--- config.mk ---
export PLATFORM = sky130hd
export DESIGN_NAME = regacc_channel
export DESIGN_NICKNAME = d
export VERILOG_FILES = /design/src/rtl/regacc_pkg.sv /design/src/rtl/regacc_cmd_unpack.sv /design/src/rtl/regacc_fsm.sv /design/src/rtl/regacc_status.sv /design/src/rtl/regacc_err.sv /design/src/rtl/regacc_channel.sv
export SDC_FILE = /design/constraint.sdc
export NUM_CORES = 1
export LEC_CHECK = 0
export BUFFER_PORTS_ARGS = -buffer_cell sky130_fd_sc_hd__clkbuf_2
export CORE_ASPECT_RATIO = 0.5
export CORE_UTILIZATION = 42
export DETAILED_ROUTE_END_ITERATION = 8
export HOLD_SLACK_MARGIN = 0.05
export PLACE_DENSITY = 0.77
export SYNTH_ARGS = -nofsm -noshare
export SYNTH_HDL_FRONTEND = slang
export SYNTH_HIERARCHICAL = 1
export SYNTH_SLANG_ARGS = --single-unit
--- constraint.sdc ---
create_clock -name clk -period 1.55 [get_ports clk]
set_input_delay 0.0775 -clock clk [delete_from_list [all_inputs] [get_ports clk]]
set_output_delay 0.0775 -clock clk [all_outputs]
set_load 0.005 [all_outputs]
--- src/rtl/regacc_pkg.sv ---
package regacc_pkg;

   typedef enum logic [2:0] {
      ST_IDLE   = 3'd0,
      ST_REQ    = 3'd2,
      ST_WDATA  = 3'd4,
      ST_WCLEAR = 3'd6
   } acc_state_e;

   localparam int STATE_W = 3;
   localparam int FLAG_W  = 3;

endpackage

--- src/rtl/regacc_cmd_unpack.sv ---
module regacc_cmd_unpack #(
   parameter int ADDR_W = 16,
   parameter int DATA_W = 16,
   localparam int CMD_W = ADDR_W + DATA_W
) (
   input  logic [CMD_W-1:0]  word,
   output logic              is_write,
   output logic [ADDR_W-1:0] byte_addr,
   output logic [DATA_W-1:0] wdata
);
   localparam int HALF_W  = ADDR_W - 1;
   localparam int HALF_LO = DATA_W;
   localparam int HALF_HI = DATA_W + HALF_W - 1;

   logic [HALF_W-1:0] half_addr;

   assign is_write  = word[CMD_W-1];
   assign half_addr = word[HALF_HI:HALF_LO];
   assign byte_addr = {half_addr, 1'b0};
   assign wdata     = word[DATA_W-1:0];

endmodule

--- src/rtl/regacc_fsm.sv ---
module regacc_fsm
   import regacc_pkg::*;
#(
   parameter int ADDR_W      = 16,
   parameter int DATA_W      = 16,
   parameter bit KEEP_RDATA  = 1'b1
) (
   input  logic              clk,
   input  logic              rst_n,
   input  logic              cmd_wr,
   input  logic              cmd_is_write,
   input  logic [ADDR_W-1:0] cmd_addr,
   input  logic [DATA_W-1:0] cmd_wdata,
   input  logic              vclr_fire,
   input  logic              slv_ack,
   input  logic              slv_rvalid,
   input  logic [DATA_W-1:0] slv_rdata,
   output acc_state_e        state,
   output logic              reject,
   output logic              slv_req,
   output logic              slv_we,
   output logic [ADDR_W-1:0] slv_addr,
   output logic [DATA_W-1:0] slv_wdata,
   output logic [DATA_W-1:0] rdata
);
   acc_state_e        state_q, state_d;
   logic              we_q;
   logic [ADDR_W-1:0] addr_q;
   logic [DATA_W-1:0] wdata_q;
   logic [DATA_W-1:0] rdata_q;
   logic              accept;
   logic              capture;
   logic              release_rd;

   assign accept     = cmd_wr && (state_q == ST_IDLE);
   assign reject     = cmd_wr && (state_q != ST_IDLE);
   assign capture    = (state_q == ST_WDATA) && slv_rvalid;
   assign release_rd = (state_q == ST_WCLEAR) && vclr_fire;

   always_comb begin
      state_d = state_q;
      unique case (state_q)
         ST_IDLE:   if (accept)     state_d = ST_REQ;
         ST_REQ:    if (slv_ack)    state_d = we_q ? ST_IDLE : ST_WDATA;
         ST_WDATA:  if (slv_rvalid) state_d = ST_WCLEAR;
         ST_WCLEAR: if (vclr_fire)  state_d = ST_IDLE;
         default:                   state_d = ST_IDLE;
      endcase
   end

   always_ff @(posedge clk or negedge rst_n) begin
      if (!rst_n) begin
         state_q <= ST_IDLE;
         we_q    <= 1'b0;
         addr_q  <= '0;
         wdata_q <= '0;
      end else begin
         state_q <= state_d;
         if (accept) begin
            we_q    <= cmd_is_write;
            addr_q  <= cmd_addr;
            wdata_q <= cmd_wdata;
         end
      end
   end

   generate
      if (KEEP_RDATA) begin : g_keep_rdata
         always_ff @(posedge clk or negedge rst_n) begin
            if (!rst_n)       rdata_q <= '0;
            else if (capture) rdata_q <= slv_rdata;
         end
         logic unused_rel;
         assign unused_rel = release_rd;
      end else begin : g_clear_rdata
         always_ff @(posedge clk or negedge rst_n) begin
            if (!rst_n)          rdata_q <= '0;
            else if (capture)    rdata_q <= slv_rdata;
            else if (release_rd) rdata_q <= '0;
         end
      end
   endgenerate

   assign state     = state_q;
   assign slv_req   = (state_q == ST_REQ);
   assign slv_we    = we_q;
   assign slv_addr  = addr_q;
   assign slv_wdata = wdata_q;
   assign rdata     = rdata_q;

endmodule

--- src/rtl/regacc_status.sv ---
module regacc_status
   import regacc_pkg::*;
#(
   parameter int DATA_W = 16,
   parameter int STAT_W = 32
) (
   input  acc_state_e        state,
   input  logic [DATA_W-1:0] rdata,
   input  logic              init_done,
   output logic [STAT_W-1:0] status
);
   localparam int USED_W = DATA_W + STATE_W + FLAG_W;
   localparam int ST_LO  = DATA_W;
   localparam int REQ_B  = DATA_W + STATE_W;
   localparam int SYNC_B = REQ_B + 1;
   localparam int INIT_B = REQ_B + 2;

   logic req_flag;
   logic sync_idle;

   assign req_flag  = (state == ST_REQ);
   assign sync_idle = !((state == ST_REQ) || (state == ST_WDATA));

   assign status[DATA_W-1:0]          = rdata;
   assign status[ST_LO+STATE_W-1:ST_LO] = state;
   assign status[REQ_B]               = req_flag;
   assign status[SYNC_B]              = sync_idle;
   assign status[INIT_B]              = init_done;

   generate
      if (STAT_W > USED_W) begin : g_pad
         assign status[STAT_W-1:USED_W] = '0;
      end
   endgenerate

endmodule

--- src/rtl/regacc_err.sv ---
module regacc_err (
   input  logic clk,
   input  logic rst_n,
   input  logic reject,
   output logic err
);
   always_ff @(posedge clk or negedge rst_n) begin
      if (!rst_n)      err <= 1'b0;
      else if (reject) err <= 1'b1;
   end
endmodule

--- src/rtl/regacc_channel.sv ---
module regacc_channel
   import regacc_pkg::*;
#(
   parameter int ADDR_W     = 16,
   parameter int DATA_W     = 16,
   parameter bit KEEP_RDATA = 1'b1,
   localparam int CMD_W     = ADDR_W + DATA_W,
   localparam int USED_W    = DATA_W + STATE_W + FLAG_W,
   localparam int STAT_W    = ((USED_W + 31) / 32) * 32
) (
   input  logic              clk,
   input  logic              rst_n,
   input  logic              cmd_wr,
   input  logic [CMD_W-1:0]  cmd_data,
   input  logic              vclr_wr,
   input  logic              vclr_val,
   input  logic              init_done,
   output logic [STAT_W-1:0] status,
   output logic              cmd_err,
   output logic              slv_req,
   output logic              slv_we,
   output logic [ADDR_W-1:0] slv_addr,
   output logic [DATA_W-1:0] slv_wdata,
   input  logic              slv_ack,
   input  logic              slv_rvalid,
   input  logic [DATA_W-1:0] slv_rdata
);
   generate
      if (ADDR_W < 2) begin : g_bad_addr
         $error("regacc_channel: ADDR_W must be at least 2");
      end
      if (DATA_W < 1) begin : g_bad_data
         $error("regacc_channel: DATA_W must be at least 1");
      end
   endgenerate

   logic              c_write;
   logic [ADDR_W-1:0] c_addr;
   logic [DATA_W-1:0] c_wdata;
   acc_state_e        st;
   logic              rej;
   logic [DATA_W-1:0] rd;
   logic              vclr_fire;

   assign vclr_fire = vclr_wr && vclr_val;

   regacc_cmd_unpack #(.ADDR_W(ADDR_W), .DATA_W(DATA_W)) u_unpack (
      .word      (cmd_data),
      .is_write  (c_write),
      .byte_addr (c_addr),
      .wdata     (c_wdata)
   );

   regacc_fsm #(.ADDR_W(ADDR_W), .DATA_W(DATA_W), .KEEP_RDATA(KEEP_RDATA)) u_fsm (
      .clk          (clk),
      .rst_n        (rst_n),
      .cmd_wr       (cmd_wr),
      .cmd_is_write (c_write),
      .cmd_addr     (c_addr),
      .cmd_wdata    (c_wdata),
      .vclr_fire    (vclr_fire),
      .slv_ack      (slv_ack),
      .slv_rvalid   (slv_rvalid),
      .slv_rdata    (slv_rdata),
      .state        (st),
      .reject       (rej),
      .slv_req      (slv_req),
      .slv_we       (slv_we),
      .slv_addr     (slv_addr),
      .slv_wdata    (slv_wdata),
      .rdata        (rd)
   );

   regacc_status #(.DATA_W(DATA_W), .STAT_W(STAT_W)) u_status (
      .state     (st),
      .rdata     (rd),
      .init_done (init_done),
      .status    (status)
   );

   regacc_err u_err (
      .clk    (clk),
      .rst_n  (rst_n),
      .reject (rej),
      .err    (cmd_err)
   );

endmodule

### After elaboration in Yosys (flattened, before gate mapping)

Index checks and enable logic that the tools add are counted.

* flip-flop bits (word level): 52
* input port bits: 56

* equal/unequal tests: 7
* muxes and demuxes: 6
* reduce and logical (&&, ||, !) cells: 9

Operator list (number)
* $mux W3: 5
* $pmux W3 S4: 1
* $eq A3 B3 Y1 const B: 2
* $ne A2 B1 Y1 const B: 3
* $logic_and A1 B1 Y1: 4
* $reduce_and A4 Y1: 1
* $eq A3 B2 Y1 const B: 1
* $logic_not A3 Y1: 1
* $reduce_bool A3 Y1: 1
* $ne A2 B2 Y1 const B: 1
* $logic_not A1 Y1: 1
* $logic_or A1 B1 Y1: 1

### Logic depth before layout (Yosys ltp)

Gate-level depths: netlist of the first run.

* word-level depth: 4
* mapped depth: 4

### Hierarchy

The synthesis of the first run kept the hierarchy.

By module, submodules not included
* regacc_fsm: instances 1, cells an instance 117, area each 1991.9 um^2
* regacc_status: instances 1, cells an instance 36, area each 266.5 um^2
* regacc_cmd_unpack: instances 1, cells an instance 34, area each 251.5 um^2
* regacc_err: instances 1, cells an instance 2, area each 31.3 um^2
* regacc_channel: instances 1, cells an instance 1, area each 6.3 um^2

### Least setup slack after synthesis of the first run

OpenSTA, ideal clock, no wires.

* path kind: flip-flop to flip-flop
* start point: register u_fsm.state_q[2], in the netlist u_fsm/state[2]
* end point: register u_fsm.addr_q[10], in the netlist u_fsm/slv_addr[10]
* data arrival time: 1.359 ns
* setup slack: 0.066 ns
* cell stages (with the launch flop): 5
* path buffers: 2
* clock period less this slack: 1.484 ns
* cells stage by stage: dfrtp_1 > buf_6 > nor3b_4 > buf_6 > mux2_2

* word-level cells in the longest chain between the ends: 2

RTL lines
* start: declaration: line regacc_fsm.sv:26 `acc_state_e state_q, state_d;`
* start signal: assignment: line regacc_fsm.sv:58 `state_q <= state_d;`
* $logic_not A3 Y1: line regacc_fsm.sv:35 `assign accept = cmd_wr && (state_q == ST_IDLE);`
* $logic_and A1 B1 Y1: line regacc_fsm.sv:35
* end signal: assignment: line regacc_fsm.sv:61 `addr_q <= cmd_addr;`
* end: declaration: line regacc_fsm.sv:28 `logic [ADDR_W-1:0] addr_q;`

Every way passes these cells.
A chain may end at the register's enable or synchronous reset.

### Worst setup path in the final report of the first run

* start point: register u_fsm.state_q[1], in the netlist u_fsm/state[1]
* end point: register u_fsm.addr_q[9], in the netlist u_fsm/slv_addr[9]

Same word-level chain as after synthesis.

==> results.txt, run 1 <==
Maxcap violations: 0
Clock Latency Late Sink: 0.28 ns
WHS Endpoint: u_fsm/slv_we
CTS tree: yes
Leakage: 1.66 nW
Number of remaining DRC errors: 7
# IOs: 123
Share of layout cells above drive strength 1: 0.566
Final Hold Fails: 0
Yosys warns: 6
Mapped Cells: 190
Sinks on the clock net: 52
Crit Path Category: reg2reg
Number of antenna violations at the first check in global routing: 0
Antenna diode count: 0
Row cnt: 19
Met1 usage: 0.167
Area of placed instances: 2710 µm²
Final setup TNS: 0 ns
Commonest cells after routing, fill and taps aside: clkbuf_2, dfrtp_1, dlygate4sd3_1, mux2_2, conb_1
CP endpoint kind: flip-flop
Layout area overhead: 31.0%
GR Util All Layers: 0.165
Outcome: finished, violations left
Crit path DAT: 1.53 ns
Remaining Overflow, GRT: 0
GRT met3 Usage: 0.0468
Worst reg2reg path startpoint: u_fsm/state[1]
Die area: 6400 µm²
R2r setup slk: 0.18 ns
Final Cell Area: 3340 µm²
H-tree depth: 2
CTS Buffer Depth: 2
Failing checks: DRC
DRT Pass-1 Iters: 8
Number of synthesized register bits: 52
DRT iter0 DRCs: 32
Antenna Nets Post-Route: 0
Clk pin slew, worst setup/hold paths: 0.07 ns
I/O Buffers: 109
Initial Util: 0.450
Commonest non-fill, non-tap cell in the layout: clkbuf_2
Root Driver: clkbuf_16
Vias/cell: 4.36
Maximum clock frequency: 0.731 GHz
Wire length per cell: 13.4 µm
HPWL after DPL: 3200 µm
Worst r2r dst: u_fsm/slv_addr[9]
GPL Wtd Cong: 0.654
Library cells used by synthesis: 19
Routed WL: 4950 µm
Hold WC Path Type: in2reg
Worst Reg-to-Reg Cells: 3
Post-synthesis average cell area: 13.4 µm²
Post-synthesis cell area: 2550 µm²
Pin count of the biggest net entering global routing: 53
Crit share post-route: 0.882
Worst slew pin tran: 0.641 ns
PwrDens: 1700 nW/µm²
First-pass GRT wire length: 8030 µm
Cell taking the most area after synthesis: dfrtp_1
Max-Slew Margin vs Limit: 0.573
Tmin final: 1.37 ns
Power Total: 5.67 mW
CTS buffer count: 5
Register area share after synthesis: 0.511
Final clock skew: 0.00313 ns
Worst hold start: cmd_data[31]
GRT busiest layer: met2
Crit path launch type: flip-flop
Worst EP required: 1.72 ns
Maximum fanout along the worst path: 33
Max Slew Vio Count: 0
Via count: 1612
Final setup viols: 0
NumNets Final: 352
Post-CTS Setup Bufs: 0
Synth area leaders: dfrtp_1, buf_4, mux2_2
Number of global-route vias before repair: 1765
Hold_ws: 0.0546 ns
Hold depth: 2
Vert. Die Dim: 57.1 µm
Worst VDD drop: 0.000805 V
RSZ-0062 raised after global routing: no
M2 GR Usage: 0.320
Layout filler cell count: 450
Area share of the largest cell type after synthesis: 0.511
Core ar.: 5660 µm²
Die Wd: 112 µm
-- worst max path at each step --
stage | from | endpoint | slack [ns] | depth (start not counted)
after floorplan | u_fsm/state[2] | u_fsm/slv_addr[10] | 0.07 | 4
after global placement | u_fsm/state[1] | u_fsm/slv_addr[15] | 0.22 | 3
after detailed placement | u_fsm/state[1] | u_fsm/slv_addr[12] | 0.19 | 3
after CTS | u_fsm/state[1] | u_fsm/slv_addr[12] | 0.18 | 3
after global routing | u_fsm/state[1] | u_fsm/slv_addr[4] | 0.12 | 3
final | u_fsm/state[1] | u_fsm/slv_addr[9] | 0.18 | 3
-- sequential cells by signal, summed over array words and instances, names as in the netlist --
signal	count
u_fsm/rdata	16
u_fsm/slv_addr	16
u_fsm/slv_wdata	16
u_fsm/state	2
u_err/err	1
u_fsm/slv_we	1
-- report_power, final --
group          internal (mW)  leakage [nW]  switching (mW)
Combinational           1.33         0.973           0.858
Clock                  0.595        0.0736           0.472
Sequential              2.04         0.613           0.369
-- critical path, cell delays in order, from the launching register on --
cell and delay, ns:
dfrtp_1 0.40, nor3b_4 0.23, buf_12 0.24, mux2_2 0.36
-- metal layers --
metal / part of all wire / routed length, µm / vias to the layer above
li1: - / - / 759
met1: 0.37 / 1830 / 789
met2: 0.57 / 2800 / 52
met3: 0.039 / 193 / 12
met4: 0.026 / 131 / 0
met5: 0 / 0 / -
-- through the flow --
step	instances	worst slack, ns	utilization
after detailed placement	314	0.191	0.479
after global routing	370	0.119	0.590
after floorplan	199	0.0659	-
final	370	0.183	0.590
after global placement	314	0.223	0.479
after CTS	370	0.180	0.590
-- Yosys cell counts --
| cell | n |
|---|---|
| inv_1 | 3 |
| mux2_1 | 5 |
| o21a_1 | 1 |
| buf_4 | 67 |
| conb_1 | 3 |
| buf_6 | 4 |
| a32o_1 | 1 |
| dfrtp_1 | 52 |
| nand3b_4 | 1 |
| nand2b_1 | 1 |
| nand2_1 | 1 |
| mux2_2 | 44 |
| nor3b_1 | 1 |
| nor2b_1 | 1 |
| xor2_1 | 1 |
| or2_1 | 1 |
| nor3b_4 | 1 |
| and2_1 | 1 |
| mux4_2 | 1 |
-- cell families (layout without fill, tap and decap cells) --
group	count (synthesis)	in the layout	share of synthesized area
AOI/OAI and AO/OA	2	2	0.00688
xor gates and xnor gates	1	1	0.00344
buffers and inverters	74	172	0.220
DFF	52	52	0.511
muxes	50	50	0.225
other	3	12	0.00442
and+or+nand+nor	8	8	0.0295
-- layout make-up --
type / instances / area, µm² / area share
clock inverters: 3 / 18.8 / 0.00562
clock buffers: 5 / 125 / 0.0375
flip-flops and latches: 52 / 1300 / 0.390
inverters: 3 / 11.3 / 0.00337
multi-input cells: 73 / 721 / 0.216
repair buffers: 161 / 1070 / 0.320
well taps: 73 / 91.3 / 0.0274
-- timing repair --
item / CTS / global route
hold buffers: 48 / 0
resized for setup: 0 / 0
endpoints found under the hold margin: 99 / 0
Power figures use the tool's default switching activity.
==> inputs of run 2 (changes only) <==
--- a/config.mk
+++ b/config.mk
@@ -9,6 +9,7 @@
 export CORE_ASPECT_RATIO = 0.5
-export CORE_UTILIZATION = 42
+export CORE_UTILIZATION = 50
 export DETAILED_ROUTE_END_ITERATION = 8
 export HOLD_SLACK_MARGIN = 0.05
-export PLACE_DENSITY = 0.77
+export PLACE_DENSITY = 0.86
+export SKIP_LAST_GASP = 1
 export SYNTH_ARGS = -nofsm -noshare
==> constraint.sdc (replaced) <==
create_clock -name clk -period 1.58 [get_ports clk]
set_input_delay 0.079 -clock clk [delete_from_list [all_inputs] [get_ports clk]]
set_output_delay 0.079 -clock clk [all_outputs]
set_load 0.1 [all_outputs]
==> run 2 against run 1 <==
  * The run now ends clean
  * Cell area grew 1.3%
  * Non-clock buffer count grew 1
  * Worst hold slack gained 0.0010 ns
  * Die area shrank 16%
  * Worst setup slack lost 0.070 ns
  * Critical path depth grew 1
  * Sequential cell count is the same
  * Routed wire length shrank 2.5%
  * Core utilization grew 14 points
  * Register-to-register slack gained 0.02 ns
  * Critical endpoint is now status[20]
  * First-iteration DRC count grew 3.1%
  * Final cell count shrank 1.4%
==> results.txt, run 2 (same netlist as run 1, synthesis figures left out) <==
Commonest non-fill, non-tap cell in the layout: clkbuf_2
Final Non-Filler Cells: 365
Clock Latency Late Sink: 0.30 ns
NumNets Final: 353
Die Wd: 103 µm
Crit path launch type: flip-flop
Clk pin slew, worst setup/hold paths: 0.10 ns
CTS Buffer Depth: 2
Root Driver: clkbuf_8
Outcome: finished clean
R2r setup slk: 0.20 ns
# IOs: 123
Final setup viols: 0
Multi-input gate area: 733 µm²
First-pass GRT wire length: 7470 µm
Max-Slew Margin vs Limit: 0.627
Maximum clock frequency: 0.682 GHz
M2 GR Usage: 0.373
Row cnt: 17
Dpl cells: 307
Maxcap violations: 0
Via count: 1605
Met1 usage: 0.192
Worst r2r dst: u_fsm/slv_addr[12]
Crit Path Category: reg2out
Routed WL: 4830 µm
Max Slew Vio Count: 0
DRT iter0 DRCs: 33
GPL Wtd Cong: 0.665
Die area: 5400 µm²
Initial Util: 0.549
Crit path DAT: 1.39 ns
Number of global-route vias before repair: 1669
Worst EP required: 1.50 ns
GRT busiest layer: met2
Sinks on the clock net: 52
Number of antenna violations at the first check in global routing: 0
CTS buffer count: 5
Commonest cells after routing, fill and taps aside: clkbuf_2, dfrtp_1, dlygate4sd3_1, mux2_2, conb_1
Share of layout cells above drive strength 1: 0.570
DRT Pass-1 Iters: 3
RSZ-0062 raised after global routing: no
Crit path from: u_fsm/state[2]
I/O Buffers: 109
Crit share post-route: 0.929
Seq. cell area: 1300 µm²
HPWL after DPL: 3150 µm
Crit path capture: status[20]
CTS tree: yes
Final clock skew: 0.0123 ns
Final setup TNS: 0 ns
Hold WC Path Type: in2reg
GR Util All Layers: 0.189
Wire length per cell: 13.2 µm
GRT met3 Usage: 0.0560
Layout area overhead: 32.7%
Worst Reg-to-Reg Cells: 3
Pin count of the biggest net entering global routing: 34
Worst reg2reg path startpoint: u_fsm/state[1]
Vias/cell: 4.40
Tmin final: 1.47 ns
H-tree depth: 2
Vert. Die Dim: 52.5 µm
Layout filler cell count: 311
Number of remaining DRC errors: 0
Worst slew pin tran: 0.562 ns
Remaining Overflow, GRT: 0
CP endpoint kind: primary output
Maximum fanout along the worst path: 8
Antenna Nets Post-Route: 0
Final Hold Fails: 0
Core ar.: 4640 µm²
==> run 2: cell types whose count changed in the layout (fill, tap and decap cells not counted), moves of 4 or more <==
| cell | change |
|---|---|
| clkbuf_8 | +5 |
| clkbuf_2 | -4 |
| buf_12 | +4 |
| clkbuf_16 | -5 |
==> run 2: metrics by stage <==
step	hold slack [ns]	utilization	setup WS, ns	cell area (µm²)
final	0.0556	0.729	0.113	3380
after global routing	0.0530	0.729	0.0502	3380
after global placement	0.0659	0.598	0.257	2770
after CTS	0.0522	0.729	0.102	3380
after floorplan	-0.217	-	0.0893	2590
after detailed placement	0.0760	0.598	0.219	2770
==> run 2: timing repair <==
item                       CTS  global route
hold endpoints to repair    67             0
resized for setup            1             0
hold buffers                49             0
setup buffers                0             0
setup endpoints to repair    1             0
==> run 2: layout make-up <==
| class | count | area share |
|---|---|---|
| flip-flops and latches | 52 | 0.385 |
| repair buffers | 162 | 0.337 |
| multi-input cells | 73 | 0.217 |
| well taps | 66 | 0.0244 |
| clock buffers | 5 | 0.0204 |
| clock inverters | 3 | 0.0126 |
| inverters | 3 | 0.00333 |
| diodes | 1 | 0.000740 |
==> run 2: worst min-delay path by stage <==
stage	depth (start not counted)	startpoint	end	slack, ns
finish	2	slv_ack	u_fsm/state[2]	0.06
global route	2	slv_ack	u_fsm/state[2]	0.05
CTS	2	slv_ack	u_fsm/state[2]	0.05
detailed placement	1	rst_n	u_fsm/slv_we	0.08
global placement	1	rst_n	u_fsm/slv_we	0.07
floorplan	0	rst_n	u_err/err	-0.22
==> run 2: layer usage <==
layer,up-vias,routed length (µm)
li1,759,-
met1,788,1810
met2,56,2810
met3,2,180
met4,0,24
met5,-,0
==> run 2: critical path: stages (launching register included) <==
cell      delay [ns]
dfrtp_1         0.42
buf_4           0.20
xor2_1          0.17
nand2b_1        0.12
buf_12          0.18
Power of run 2 is not shown: default switching activity piles up to over one toggle a cycle in this logic, so the estimate is an artifact.
==> inputs of run 3 (changes only) <==
Settings changed: CORE_UTILIZATION 50 to 46, CTS_BUF_LIST from default to sky130_fd_sc_hd__clkbuf_4 sky130_fd_sc_hd__clkbuf_8 sky130_fd_sc_hd__clkbuf_16, PLACE_DENSITY 0.86 to 0.8.
Clock period 1.58 ns to 1.6 ns, I/O delays scaled along.
==> run 3 against run 2 <==
  * Sequential cell count unchanged
  * Via count increased by 0.37%
  * First-iteration DRC count grew 30%
  * Largest cell class unchanged
  * Non-clock buffer count increased by 1
  * Critical path depth unchanged
  * Count of clock-buffer cells in the layout is the same
  * Sequential share of layout area decreased by 0.67 points
  * Critical path type unchanged
  * Global-route usage decreased by 0.91 points
  * Die area increased by 8.4%
  * Worst hold slack improved by 0.068 ns
  * Core utilization shrank 5.6 points
==> results.txt, run 3 (same netlist as run 1, synthesis figures left out) <==
Number of antenna violations at the first check in global routing: 0
# IOs: 123
H-tree depth: 2
Dpl cells: 311
Multi-input gate area: 733 µm²
Worst Reg-to-Reg Cells: 3
Initial Util: 0.498
DRT iter0 DRCs: 43
Crit Path Category: reg2out
Crit path DAT: 1.36 ns
CTS Buffer Depth: 2
Crit share post-route: 0.902
Clock Latency Late Sink: 0.30 ns
Crit-path cells: buf_4 > xor2_1 > nand2b_1 > buf_12
Area of placed instances: 2780 µm²
NumNets Final: 354
CTS tree: yes
GR Util All Layers: 0.180
Core ar.: 5110 µm²
Pin count of the biggest net entering global routing: 34
Row cnt: 18
Vias/cell: 4.37
Worst reg2reg path startpoint: u_fsm/state[1]
Routed WL: 4900 µm
Final clock skew: 0.0106 ns
Final Hold Fails: 0
Layout area overhead: 35.1%
Crit path launch type: flip-flop
RSZ-0062 raised after global routing: no
Vert. Die Dim: 54.6 µm
Final setup margin: 0.157 ns
Final setup TNS: 0 ns
Slowest stage delay, CP: 0.41 ns
Worst slew pin tran: 0.607 ns
DRT Pass-1 Iters: 3
HPWL after DPL: 3260 µm
Die area: 5860 µm²
Clk pin slew, worst setup/hold paths: 0.08 ns
Maximum clock frequency: 0.693 GHz
Number of global-route vias before repair: 1704
Via count: 1611
CP endpoint kind: primary output
Final setup viols: 0
Critical path's slowest cell: dfrtp_1
I/O Buffers: 109
GPL Wtd Cong: 0.687
Tmin final: 1.44 ns
Commonest non-fill, non-tap cell in the layout: clkbuf_2
Worst EP required: 1.52 ns
Worst r2r dst: u_fsm/slv_addr[13]
Maxcap violations: 0
Worst hold start: cmd_wr
Die Wd: 107 µm
Commonest cells after routing, fill and taps aside: clkbuf_2, dfrtp_1, dlygate4sd3_1, mux2_2, conb_1
Antenna diode count: 0
Max-Slew Margin vs Limit: 0.595
Remaining Overflow, GRT: 0
Number of remaining DRC errors: 0
Final Cell Area: 3440 µm²
Final Non-Filler Cells: 369
Hold depth: 3
Max Slew Vio Count: 0
Antenna Nets Post-Route: 0
Seq. cell area: 1300 µm²
Outcome: finished clean
Sinks on the clock net: 52
WHS Endpoint: u_err/err
R2r setup slk: 0.21 ns
Share of layout cells above drive strength 1: 0.569
Hold WC Path Type: in2reg
Wire length per cell: 13.3 µm
First-pass GRT wire length: 7700 µm
Root Driver: clkbuf_8
Layout filler cell count: 387
DP Worst Slack: 0.228 ns
CTS buffer count: 5
Maximum fanout along the worst path: 8
run 3: layer usage:
metal	vias up	track usage	wire, µm
li1	764	-	-
met2	48	0.365	2840
met1	793	0.184	1800
met3	6	0.0440	195
met4	0	0.0822	63
met5	-	0	0
run 3: repair_timing:
| action | CTS | global route |
|---|---|---|
| setup buffers | 0 | 0 |
| setup endpoints to repair | 0 | 1 |
| gates resized for setup | 0 | 1 |
| hold endpoints to repair | 72 | 0 |
| hold buffers | 50 | 0 |
run 3: how the worst max path moves through the flow:
stage          slack (ns)                 end           start
2_1_floorplan        0.11  u_fsm/slv_addr[10]  u_fsm/state[2]
3_3_place_gp         0.27  u_fsm/slv_wdata[7]  u_fsm/state[1]
3_5_place_dp         0.23  u_fsm/slv_wdata[4]  u_fsm/state[1]
4_1_cts              0.03          status[19]  u_fsm/state[2]
5_1_grt              0.09          status[17]  u_fsm/state[1]
6_report             0.16          status[20]  u_fsm/state[2]
run 3: layout make-up:
type	count	share of cell area
clock buffers	5	0.0200
clock inverters	3	0.0262
inverters	3	0.00327
multi-input cells	73	0.213
flip-flops and latches	52	0.378
well taps	70	0.0255
repair buffers	163	0.334
run 3: metrics by stage:
stage | hold slack [ns] | utilization
after detailed placement | 0.122 | 0.543
final | 0.124 | 0.673
after floorplan | -0.216 | -
after CTS | 0.108 | 0.672
after global routing | 0.129 | 0.673
after global placement | 0.102 | 0.543
run 3: critical path, delay by kind of cell, from the launching register on:
kind / cells / cell delay, ns
AND/OR/NAND/NOR: 1 / 0.12
flip-flops: 1 / 0.41
buffers and inverters: 2 / 0.37
XOR/XNOR: 1 / 0.16
Power of run 3 is left out for the same reason.
